===== src/rtl/eep_pkg.sv =====
package eep_pkg;
  localparam int          WORD_W   = 8;
  localparam logic [3:0]  DEV_TYPE = 4'b1010;

  typedef enum logic [3:0] {
    ST_IDLE,
    ST_DEV,
    ST_DEV_ACK,
    ST_WADR,
    ST_WADR_ACK,
    ST_WDAT,
    ST_WDAT_ACK,
    ST_RDAT,
    ST_RACK
  } eep_state_e;
endpackage


===== src/rtl/eep_line_mon.sv =====
module eep_line_mon (
  input  logic clk,
  input  logic rst_n,
  input  logic scl_i,
  input  logic sda_i,
  output logic scl_lvl,
  output logic sda_lvl,
  output logic scl_rise,
  output logic scl_fall,
  output logic start_det,
  output logic stop_det
);
  logic scl_s_q, scl_p_q, sda_s_q, sda_p_q;

  always_ff @(posedge clk or negedge rst_n) begin
    if (!rst_n) begin
      scl_s_q <= 1'b1;
      scl_p_q <= 1'b1;
      sda_s_q <= 1'b1;
      sda_p_q <= 1'b1;
    end else begin
      scl_s_q <= scl_i;
      scl_p_q <= scl_s_q;
      sda_s_q <= sda_i;
      sda_p_q <= sda_s_q;
    end
  end

  assign scl_lvl   = scl_s_q;
  assign sda_lvl   = sda_s_q;
  assign scl_rise  = scl_s_q & ~scl_p_q;
  assign scl_fall  = ~scl_s_q & scl_p_q;
  assign start_det = scl_s_q & scl_p_q & sda_p_q & ~sda_s_q;
  assign stop_det  = scl_s_q & scl_p_q & ~sda_p_q & sda_s_q;
endmodule


===== src/rtl/eep_array.sv =====
module eep_array #(
  parameter int ADDR_W = 9,
  parameter int DATA_W = 8
) (
  input  logic              clk,
  input  logic              we,
  input  logic [ADDR_W-1:0] waddr,
  input  logic [DATA_W-1:0] wdata,
  input  logic [ADDR_W-1:0] raddr,
  output logic [DATA_W-1:0] rdata
);
  localparam int DEPTH = 1 << ADDR_W;

  logic [DATA_W-1:0] mem_q [DEPTH];

  always_ff @(posedge clk) begin
    if (we) mem_q[waddr] <= wdata;
  end

  assign rdata = mem_q[raddr];
endmodule


===== src/rtl/eep_stage.sv =====
module eep_stage #(
  parameter int IDX_W  = 4,
  parameter int DATA_W = 8
) (
  input  logic              clk,
  input  logic              rst_n,
  input  logic              clr,
  input  logic              wr,
  input  logic [IDX_W-1:0]  widx,
  input  logic [DATA_W-1:0] wdata,
  input  logic [IDX_W-1:0]  ridx,
  output logic [DATA_W-1:0] rdata,
  output logic              rvalid,
  output logic              any_valid
);
  localparam int ENTRIES = 1 << IDX_W;

  logic [ENTRIES-1:0] vld_q;
  logic [DATA_W-1:0]  dat_q [ENTRIES];

  for (genvar g = 0; g < ENTRIES; g++) begin : g_entry
    logic hit;
    assign hit = wr && (widx == IDX_W'(g));

    always_ff @(posedge clk or negedge rst_n) begin
      if (!rst_n)   vld_q[g] <= 1'b0;
      else if (clr) vld_q[g] <= 1'b0;
      else if (hit) vld_q[g] <= 1'b1;
    end

    always_ff @(posedge clk) begin
      if (hit) dat_q[g] <= wdata;
    end
  end

  assign rdata     = dat_q[ridx];
  assign rvalid    = vld_q[ridx];
  assign any_valid = |vld_q;
endmodule


===== src/rtl/serial_eeprom_slave.sv =====
module serial_eeprom_slave
  import eep_pkg::*;
#(
  parameter int PAGE_W    = 4,
  parameter int WR_CYCLES = 2000
) (
  input  logic       clk,
  input  logic       rst_n,
  input  logic       scl_i,
  input  logic       sda_i,
  input  logic       wp_i,
  input  logic [1:0] chip_sel_i,
  output logic       sda_oe_o
);
  localparam int ADDR_W = WORD_W + 1;
  localparam int HI_W   = ADDR_W - PAGE_W;
  localparam int BUSY_W = $clog2(WR_CYCLES + 1);

  // reset: asynchronous assert, synchronous release
  logic [1:0] rsync_q;
  logic       rst_ni;
  always_ff @(posedge clk or negedge rst_n) begin
    if (!rst_n) rsync_q <= 2'b00;
    else        rsync_q <= {rsync_q[0], 1'b1};
  end
  assign rst_ni = rsync_q[1];

  logic scl_lvl, sda_lvl, scl_rise, scl_fall, start_det, stop_det;

  eep_line_mon u_mon (
    .clk(clk), .rst_n(rst_ni), .scl_i(scl_i), .sda_i(sda_i),
    .scl_lvl(scl_lvl), .sda_lvl(sda_lvl), .scl_rise(scl_rise),
    .scl_fall(scl_fall), .start_det(start_det), .stop_det(stop_det)
  );

  eep_state_e          st_q, st_n;
  logic [3:0]          bit_q, bit_n;
  logic [WORD_W-1:0]   sh_q, sh_n;
  logic [ADDR_W-1:0]   addr_q, addr_n;
  logic                pg_q, pg_n, rd_q, rd_n, mack_q, mack_n, oe_q, oe_n;
  logic [BUSY_W-1:0]   busy_q, busy_n;
  logic [PAGE_W:0]     cidx_q, cidx_n;
  logic [HI_W-1:0]     cpage_q, cpage_n;

  logic                busy, cmt_run, cmt_last, mem_we;
  logic                stg_wr, stg_clr, stg_rvalid, stg_any;
  logic [WORD_W-1:0]   stg_rdata, mem_rdata;

  assign busy     = (busy_q != '0);
  assign cmt_run  = busy && !cidx_q[PAGE_W];
  assign cmt_last = cmt_run && (cidx_q[PAGE_W-1:0] == '1);
  assign mem_we   = cmt_run && stg_rvalid;

  eep_stage #(.IDX_W(PAGE_W), .DATA_W(WORD_W)) u_stage (
    .clk(clk), .rst_n(rst_ni), .clr(stg_clr), .wr(stg_wr),
    .widx(addr_q[PAGE_W-1:0]), .wdata(sh_q),
    .ridx(cidx_q[PAGE_W-1:0]), .rdata(stg_rdata),
    .rvalid(stg_rvalid), .any_valid(stg_any)
  );

  eep_array #(.ADDR_W(ADDR_W), .DATA_W(WORD_W)) u_array (
    .clk(clk), .we(mem_we), .waddr({cpage_q, cidx_q[PAGE_W-1:0]}),
    .wdata(stg_rdata), .raddr(addr_q), .rdata(mem_rdata)
  );

  // next-state logic
  always_comb begin
    st_n    = st_q;
    bit_n   = bit_q;
    sh_n    = sh_q;
    addr_n  = addr_q;
    pg_n    = pg_q;
    rd_n    = rd_q;
    mack_n  = mack_q;
    oe_n    = oe_q;
    busy_n  = busy ? busy_q - BUSY_W'(1) : busy_q;
    cidx_n  = cmt_run ? cidx_q + (PAGE_W+1)'(1) : cidx_q;
    cpage_n = cpage_q;
    stg_wr  = 1'b0;
    stg_clr = cmt_last;

    if (start_det) begin
      st_n  = ST_DEV;
      bit_n = '0;
      oe_n  = 1'b0;
      if (!busy) stg_clr = 1'b1;
    end else if (stop_det) begin
      st_n = ST_IDLE;
      oe_n = 1'b0;
      if (!busy && stg_any) begin
        if (wp_i) begin
          stg_clr = 1'b1;
        end else begin
          busy_n  = BUSY_W'(WR_CYCLES);
          cidx_n  = '0;
          cpage_n = addr_q[ADDR_W-1:PAGE_W];
        end
      end
    end else begin
      unique case (st_q)
        ST_DEV, ST_WADR, ST_WDAT: begin
          if (scl_rise && !bit_q[3]) begin
            sh_n  = {sh_q[WORD_W-2:0], sda_lvl};
            bit_n = bit_q + 4'd1;
          end else if (scl_fall && bit_q[3]) begin
            oe_n = 1'b1;
            if (st_q == ST_DEV) begin
              if (sh_q[7:4] == DEV_TYPE && sh_q[3:2] == chip_sel_i && !busy) begin
                st_n = ST_DEV_ACK;
                pg_n = sh_q[1];
                rd_n = sh_q[0];
              end else begin
                st_n = ST_IDLE;
                oe_n = 1'b0;
              end
            end else if (st_q == ST_WADR) begin
              addr_n = {pg_q, sh_q};
              st_n   = ST_WADR_ACK;
            end else begin
              stg_wr = 1'b1;
              addr_n = {addr_q[ADDR_W-1:PAGE_W], addr_q[PAGE_W-1:0] + PAGE_W'(1)};
              st_n   = ST_WDAT_ACK;
            end
          end
        end
        ST_DEV_ACK, ST_WADR_ACK, ST_WDAT_ACK, ST_RACK: begin
          if (st_q == ST_RACK && scl_rise) mack_n = ~sda_lvl;
          if (scl_fall) begin
            bit_n = '0;
            oe_n  = 1'b0;
            if ((st_q == ST_DEV_ACK && rd_q) || (st_q == ST_RACK && mack_q)) begin
              sh_n   = mem_rdata;
              addr_n = addr_q + ADDR_W'(1);
              oe_n   = ~mem_rdata[WORD_W-1];
              st_n   = ST_RDAT;
            end else if (st_q == ST_RACK) begin
              st_n = ST_IDLE;
            end else begin
              st_n = (st_q == ST_DEV_ACK) ? ST_WADR : ST_WDAT;
            end
          end
        end
        ST_RDAT: begin
          if (scl_rise) begin
            bit_n = bit_q + 4'd1;
          end else if (scl_fall) begin
            if (bit_q[3]) begin
              oe_n = 1'b0;
              st_n = ST_RACK;
            end else begin
              sh_n = {sh_q[WORD_W-2:0], 1'b0};
              oe_n = ~sh_q[WORD_W-2];
            end
          end
        end
        default: ;
      endcase
    end
  end

  // registers
  always_ff @(posedge clk or negedge rst_ni) begin
    if (!rst_ni) begin
      st_q    <= ST_IDLE;
      bit_q   <= '0;
      sh_q    <= '0;
      addr_q  <= '0;
      pg_q    <= 1'b0;
      rd_q    <= 1'b0;
      mack_q  <= 1'b0;
      oe_q    <= 1'b0;
      busy_q  <= '0;
      cidx_q  <= {1'b1, {PAGE_W{1'b0}}};
      cpage_q <= '0;
    end else begin
      st_q    <= st_n;
      bit_q   <= bit_n;
      sh_q    <= sh_n;
      addr_q  <= addr_n;
      pg_q    <= pg_n;
      rd_q    <= rd_n;
      mack_q  <= mack_n;
      oe_q    <= oe_n;
      busy_q  <= busy_n;
      cidx_q  <= cidx_n;
      cpage_q <= cpage_n;
    end
  end

  assign sda_oe_o = oe_q;

  assert_busy_silent_R11: assert property (@(posedge clk) disable iff (!rst_ni)
    busy |-> !oe_q) else $error("slave drove SDA during busy window");

  assert_wp_no_commit_R10: assert property (@(posedge clk) disable iff (!rst_ni)
    (stop_det && wp_i && !busy) |=> (busy_q == '0) && !mem_we)
    else $error("write-protected stop started a commit");

  assert_commit_after_stop_R6: assert property (@(posedge clk) disable iff (!rst_ni)
    $rose(busy) |-> $past(stop_det)) else $error("commit began without a stop");

  assert_sda_change_scl_low_R4: assert property (@(posedge clk) disable iff (!rst_ni)
    ($rose(oe_q) || $fell(oe_q)) |-> !$past(scl_lvl))
    else $error("SDA drive changed while SCL high");
endmodule


===== config.mk =====
export PLATFORM = sky130hd
export DESIGN_NAME = serial_eeprom_slave
export DESIGN_NICKNAME = d
export VERILOG_FILES = /design/src/rtl/eep_pkg.sv /design/src/rtl/eep_line_mon.sv /design/src/rtl/eep_array.sv /design/src/rtl/eep_stage.sv /design/src/rtl/serial_eeprom_slave.sv
export SDC_FILE = /design/constraint.sdc
export NUM_CORES = 2
export LEC_CHECK = 0
export ABC_AREA = 1
export BUFFER_PORTS_ARGS = -buffer_cell sky130_fd_sc_hd__buf_2
export CORE_MARGIN = 4
export CORE_UTILIZATION = 30
export CTS_CLUSTER_SIZE = 10
export DETAILED_ROUTE_END_ITERATION = 6
export GPL_TIMING_DRIVEN = 0
export HOLD_SLACK_MARGIN = 0.08
export PLACE_DENSITY = 0.42
export REMOVE_ABC_BUFFERS = 1
export SETUP_SLACK_MARGIN = 0.2
export SYNTH_ARGS = -nofsm -noshare
export SYNTH_HDL_FRONTEND = slang
export SYNTH_MEMORY_MAX_BITS = 65536
export SYNTH_SLANG_ARGS = --single-unit

===== constraint.sdc =====
create_clock -name clk -period 2.8 [get_ports clk]
set_input_delay 0.28 -clock clk [delete_from_list [all_inputs] [get_ports clk]]
set_output_delay 0.28 -clock clk [all_outputs]
set_load 0.01 [all_outputs]

---- Yosys cells after proc, flatten, opt, wreduce, memory -nomap -nowiden ----
Memory sizes are Yosys's and may differ from the RTL's.
Index checks and enable logic that the tools add are counted.
W data, S select, Z words.
storage, ports and cells
  RAM bits ................................ 4224
  output and inout port bits .............. 1
  bits of input ports ..................... 7
  bits in registers ....................... 72
  memories kept ........................... 2
operators by class
  $lt $le $gt $ge ......................... 1
  reduce and logical (&&, ||, !) cells .... 80
  equal/unequal tests ..................... 46
  multiplexer cells ....................... 182
  $add $sub $neg .......................... 5
  bitwise logic cells ..................... 17
memories
  name           words  bits a word  read ports  clocked after Yosys merged registers in  write ports  RTL line         text
  u_array.mem_q  512    8            1           0                                        1            eep_array.sv:14  logic [DATA_W-1:0] mem_q [DEPTH];
  u_stage.dat_q  16     8            1           0                                        1            eep_stage.sv:19  logic [DATA_W-1:0] dat_q [ENTRIES];
operators with widths
  kind                     count
  $mux W8                  21
  $reduce_or A8 Y1         15
  $mux W4                  29
  $mux W1                  105
  $mux W11                 5
  $mux W9                  6
  $eq A4 B4 Y1 const B     11
  $reduce_bool A2 Y1       17
  $eq A4 B3 Y1 const B     8
  $logic_and A1 B1 Y1      27
  $mux W5                  5
  $ne A4 B4 Y1 const B     6
  $pmux W4 S3              2
  $pmux W8 S3              1
  $ne A2 B2 Y1 const B     11
  $pmux W9 S2              1
  $reduce_and A9 Y1        2
  $eq A4 B2 Y1 const B     4
  $reduce_or A16 Y1        1
  $reduce_and A7 Y1        2
  $reduce_bool A11 Y1      1
  $sub A11 B1 Y11 const B  1
  $not A1 Y1               10
  $add A9 B1 Y9 const B    1
  other kinds (23)         39

---- Logic depth before layout (Yosys ltp) ----
  depth after elaboration ................. 27
  mapped depth ............................ 23

---- Hierarchy ----
A second synthesis with hierarchy kept.
unflattened totals
  cells, all modules ...................... 14989
  area total of the unflattened synthesis .. 176322.9 um^2
modules (own cells, without submodules)
  module               cells an instance  instances  area each (um^2)  sequential area each (um^2)
  eep_array            13883              1          166568.5          122998.0
  eep_stage            654                1          6478.7            4244.1
  serial_eeprom_slave  437                1          3129.3            1302.5
  eep_line_mon         15                 1          146.4             105.1

---- Worst setup path before layout ----
No wires, ideal clock.
  path type ............................... flip-flop to flip-flop
  start ................................... reg cidx_q[0]
  end ..................................... mem u_array.mem_q[0][2] (data pin)
  data arrival time ....................... 8.763 ns
  path slack .............................. -9.241 ns
  library setup time ...................... 3.278 ns
  cell stages (with the launch flop) ...... 8
  period minus slack after synthesis ...... 12.041 ns
  path through ............................ dfrtp_1 > clkinv_1 > clkbuf_1 > clkbuf_1 > o21ai_0 > o22ai_1 > nand2_1 > nand4_1
on the way
  cells in the longest elaborated chain, start to end .. 1
RTL lines
  element                 RTL line                    text
  from (decl)             serial_eeprom_slave.sv:42   logic [PAGE_W:0] cidx_q, cidx_n;
  from (signal assigned)  serial_eeprom_slave.sv:173  cidx_q <= {1'b1, {PAGE_W{1'b0}}};
  from (signal assigned)  serial_eeprom_slave.sv:185  cidx_q <= cidx_n;
  $mem_v2 Z16 W8          -
  via stg_rdata[2]        serial_eeprom_slave.sv:47   logic [WORD_W-1:0] stg_rdata, mem_rdata;
  to (decl)               eep_array.sv:14
The timed path passes the listed nets, and every way through them passes these cells.

---- Final worst setup path ----
  start ................................... reg addr_q[5]
  end ..................................... reg sh_q[1]
on the way
  cells in the longest elaborated chain, start to end .. 4
RTL lines
  element                 RTL line                    text
  from (decl)             serial_eeprom_slave.sv:39   logic [ADDR_W-1:0] addr_q, addr_n;
  from (signal assigned)  serial_eeprom_slave.sv:179  addr_q <= addr_n;
  $mem_v2 Z512 W8         -
  $mux W8                 serial_eeprom_slave.sv:131  if ((st_q == ST_DEV_ACK && rd_q) || (st_q == ST_RACK && mack_q)) begin
  $mux W8                 serial_eeprom_slave.sv:128  if (scl_fall) begin
  $pmux W8 S3             serial_eeprom_slave.sv:100  unique case (st_q)
  to (signal assigned)    serial_eeprom_slave.sv:178  sh_q <= sh_n;
  to (decl)               serial_eeprom_slave.sv:38   logic [WORD_W-1:0] sh_q, sh_n;
Every way passes these cells. The select of a mux whose other input is x is not followed.
A chain may end at the register's enable or synchronous reset.

==> metrics.csv <==
metric,value,unit
ant_nets,0,
ios,8,
dr_total_vias,117006,
cts_buffers,524,
tightest_slew,1.31,ns
syn_avg_cell_area,11.7,µm²
synth.distinct_cells,43,
crit_type,register to register,
status,finished with violations,
max-cap-violations,0,
gp_congestion,0.764,
setup_viol,6170,
area_delta_synth_final,22.0,%
htree_levels,6,
rows,280,
cts.path.max_buffers,4,
drtIter0Drc,11597,
drive_above_1_share,13.3,%
core_area,582000,µm²
synth.most_common_cell,edfxtp_1,
nNetsFinal,15417,
synthTopCellsByArea,"edfxtp_1, nor2_1, o21ai_0",
first_pass_iters,6,
synthFlopType,edfxtp_1,
postLayoutCoreUtil,36.8,%
insertion_delay,1.05,ns
yosys-top-cells-count,"edfxtp_1, nor2_1, nand2_1",
placed_cell_area,189000,µm²
synth_largest_area_cell,edfxtp_1,
die_h,773,µm
maxSlewHeadroom,12.3,%
fin_cells,23411,
fp.dieW,773,µm
gr-total-overflow,0,
grt_use_total,20.2,%
worst_path_most_repeated_cell,nand2_1,
port_buffers,7,
antenna_found_initial,24,
finClkSkew,0.0432,ns
synthArstFlopShare,1.68,%
synthesis.area,175000,µm²
power_per_cell_area,997,nW/µm²
dp.cells,22241,
fin_area,214000,µm²
drc,0,
clkTransAtPathRegs,0.06,ns
max_stage_delay,0.59,ns
setup_ws,-1.27,ns
post-place-ws,-3.86,ns
wl_per_cell,26.7,µm
grt_pass1_vias,110649,
cts_root_buffer,clkbuf_16,
violations,setup timing,
critPathMaxFanout,32,
power.total,213000,µW
cp_slowest_cell,nor2_1,
hold_viol_final,0,
dp_hpwl,339,mm
final.min_clock_period,4.07,ns
routed_wl,626,mm
endpoint_kind,register,
rsz0062_at_grt,yes,
irDropWorstVdd,0.743,mV
hp-class,register to asynchronous set/reset pin,
cp_data_required_time,3.71,ns
fin_crit_sh,145,%
worstPathCellList,"inv_6, buf_16, nor2_2, buf_16, clkinv_4, buf_16, nor2_1, nor2_1, nand2_1, nand2_1, nand2_1, nor2_1, nand2_1, nand3_1, a21oi_1",
grt_pass1_wl,873,mm
cp_num_buf_inv,5,
viasPerCell,5.00,
start_util,30.1,%
crit_arrival,4.98,ns
netlist.area_leader.share,72.3,%
critical_path.top_delay_family,simple AND/OR/NAND/NOR gates,
numClockSinks,4296,
cts_tree,done,
grt_start_max_net_pins,132,
crit_path_start_kind,register,
drv_slew,0,
dieArea,597000,µm²
yosysSeqAreaShare,73.3,%
fmax,246,MHz
yosys_warnings,0,
synthCells,14996,
ys_seq_elements,4296,
p_leak,0.0725,µW
synth-edff-count,4224,
nFillCells,56087,
==> state kept, by name (all words and copies together) (netlist names), 4 cells and up <==
name	cells
u_stage.dat_q	128
sh_q	8
cidx_q	5
st_q	4
cpage_q	5
addr_q	9
bit_q	4
busy_q	11
u_array.mem_q	4096
u_stage.vld_q	16
==> metrics by stage <==
| stage | hold WS, ns | setup TNS (ns) |
|---|---|---|
| 6_report | 0.206 | -2491.94 |
| 5_1_grt | 0.232 | -3056.70 |
| 4_1_cts | 0.109 | -9876.19 |
| 3_5_place_dp | 0.0677 | - |
| 3_3_place_gp | 0.0674 | - |
| 2_1_floorplan | -0.0156 | - |
==> cell usage in the layout (no fill, tap or decap), types with 8 or more instances in the layout <==
cell type	instances
clkinv_2	8
dfrtp_1	60
nand2_8	19
buf_16	198
edfxtp_1	4224
o211ai_1	19
nand3_2	37
nor2_1	3286
clkinv_8	8
dlygate4sd3_1	8
nor2_2	245
a21oi_1	207
o21ai_1	248
clkinv_1	50
nor2_4	218
nand2_2	57
buf_4	139
nand3_4	28
nand4_1	102
nand2_1	2311
buf_12	124
buf_8	217
o22ai_1	382
bufbuf_16	80
ha_1	9
clkbuf_16	551
o21ai_0	1889
nor3_1	12
clkbuf_1	135
buf_6	33
nand3_1	257
inv_1	337
inv_6	33
nand2_4	11
==> power by group <==
part	internal [µW]	total [µW]	switching (µW)
clock network	35300	61500	26200
registers	70100	71000	897
logic	25900	80600	54800
==> routing by layer <==
layer	GRT usage [%]	wire length [µm]
met5	0	47
met4	4.75	14400
met3	2.75	37500
met2	31.6	284000
met1	29.8	290000
==> area by class of cell <==
| cell class | count | area [µm²] | share of cell area [%] |
|---|---|---|---|
| Timing Repair inverter | 7 | 71.3 | 0.0333 |
| Timing Repair Buffer | 812 | 15500 | 7.22 |
| Clock buffer | 684 | 14200 | 6.64 |
| Inverter | 360 | 1500 | 0.703 |
| Clock inverter | 92 | 642 | 0.300 |
| Antenna cell | 6 | 15.0 | 0.00702 |
| Sequential cell | 4296 | 129000 | 60.1 |
| Multi-Input combinational cell | 9399 | 43700 | 20.4 |
| Tap cell | 7755 | 9700 | 4.54 |
==> repair_timing <==
| action | CTS | global route |
|---|---|---|
| endpoints found under the setup margin | 8366 | 8378 |
| endpoints found under the hold margin | 14 | 0 |
| pin swaps | 61 | 44 |
| resized for setup | 794 | 298 |
| cloned | 131 | 14 |
| buffers inserted | 110 | 125 |
| hold buffers | 8 | 0 |
==> logic make-up after synthesis <==
| group | after synthesis | share of synthesized area (%) |
|---|---|---|
| mux | 1 | 0.00642 |
| buf+inv | 1308 | 3.73 |
| fa+ha+maj | 10 | 0.0713 |
| xor+xnor | 9 | 0.0449 |
| other cells | 1 | 0.00214 |
| flops | 4296 | 73.3 |
| compound gates | 2783 | 8.28 |
| simple gates | 6588 | 14.5 |
==> final timing paths <==
path	depth (start not counted)	startpoint	to	slack (ns)
max in group asynchronous	1	rsync_q[1]	u_mon.sda_lvl	1.91
min in group clk	5	chip_sel_i[0]	pg_q	0.28
worst min register to register	0	rsync_q[1]	u_stage.vld_q[11]	0.21
worst min-delay path	0	rsync_q[1]	u_stage.vld_q[11]	0.21
worst max register to register	15	addr_q[5]	sh_q[1]	-1.27
worst max-delay path	15	addr_q[5]	sh_q[1]	-1.27
No activity file was read; power rests on OpenSTA's default activity.
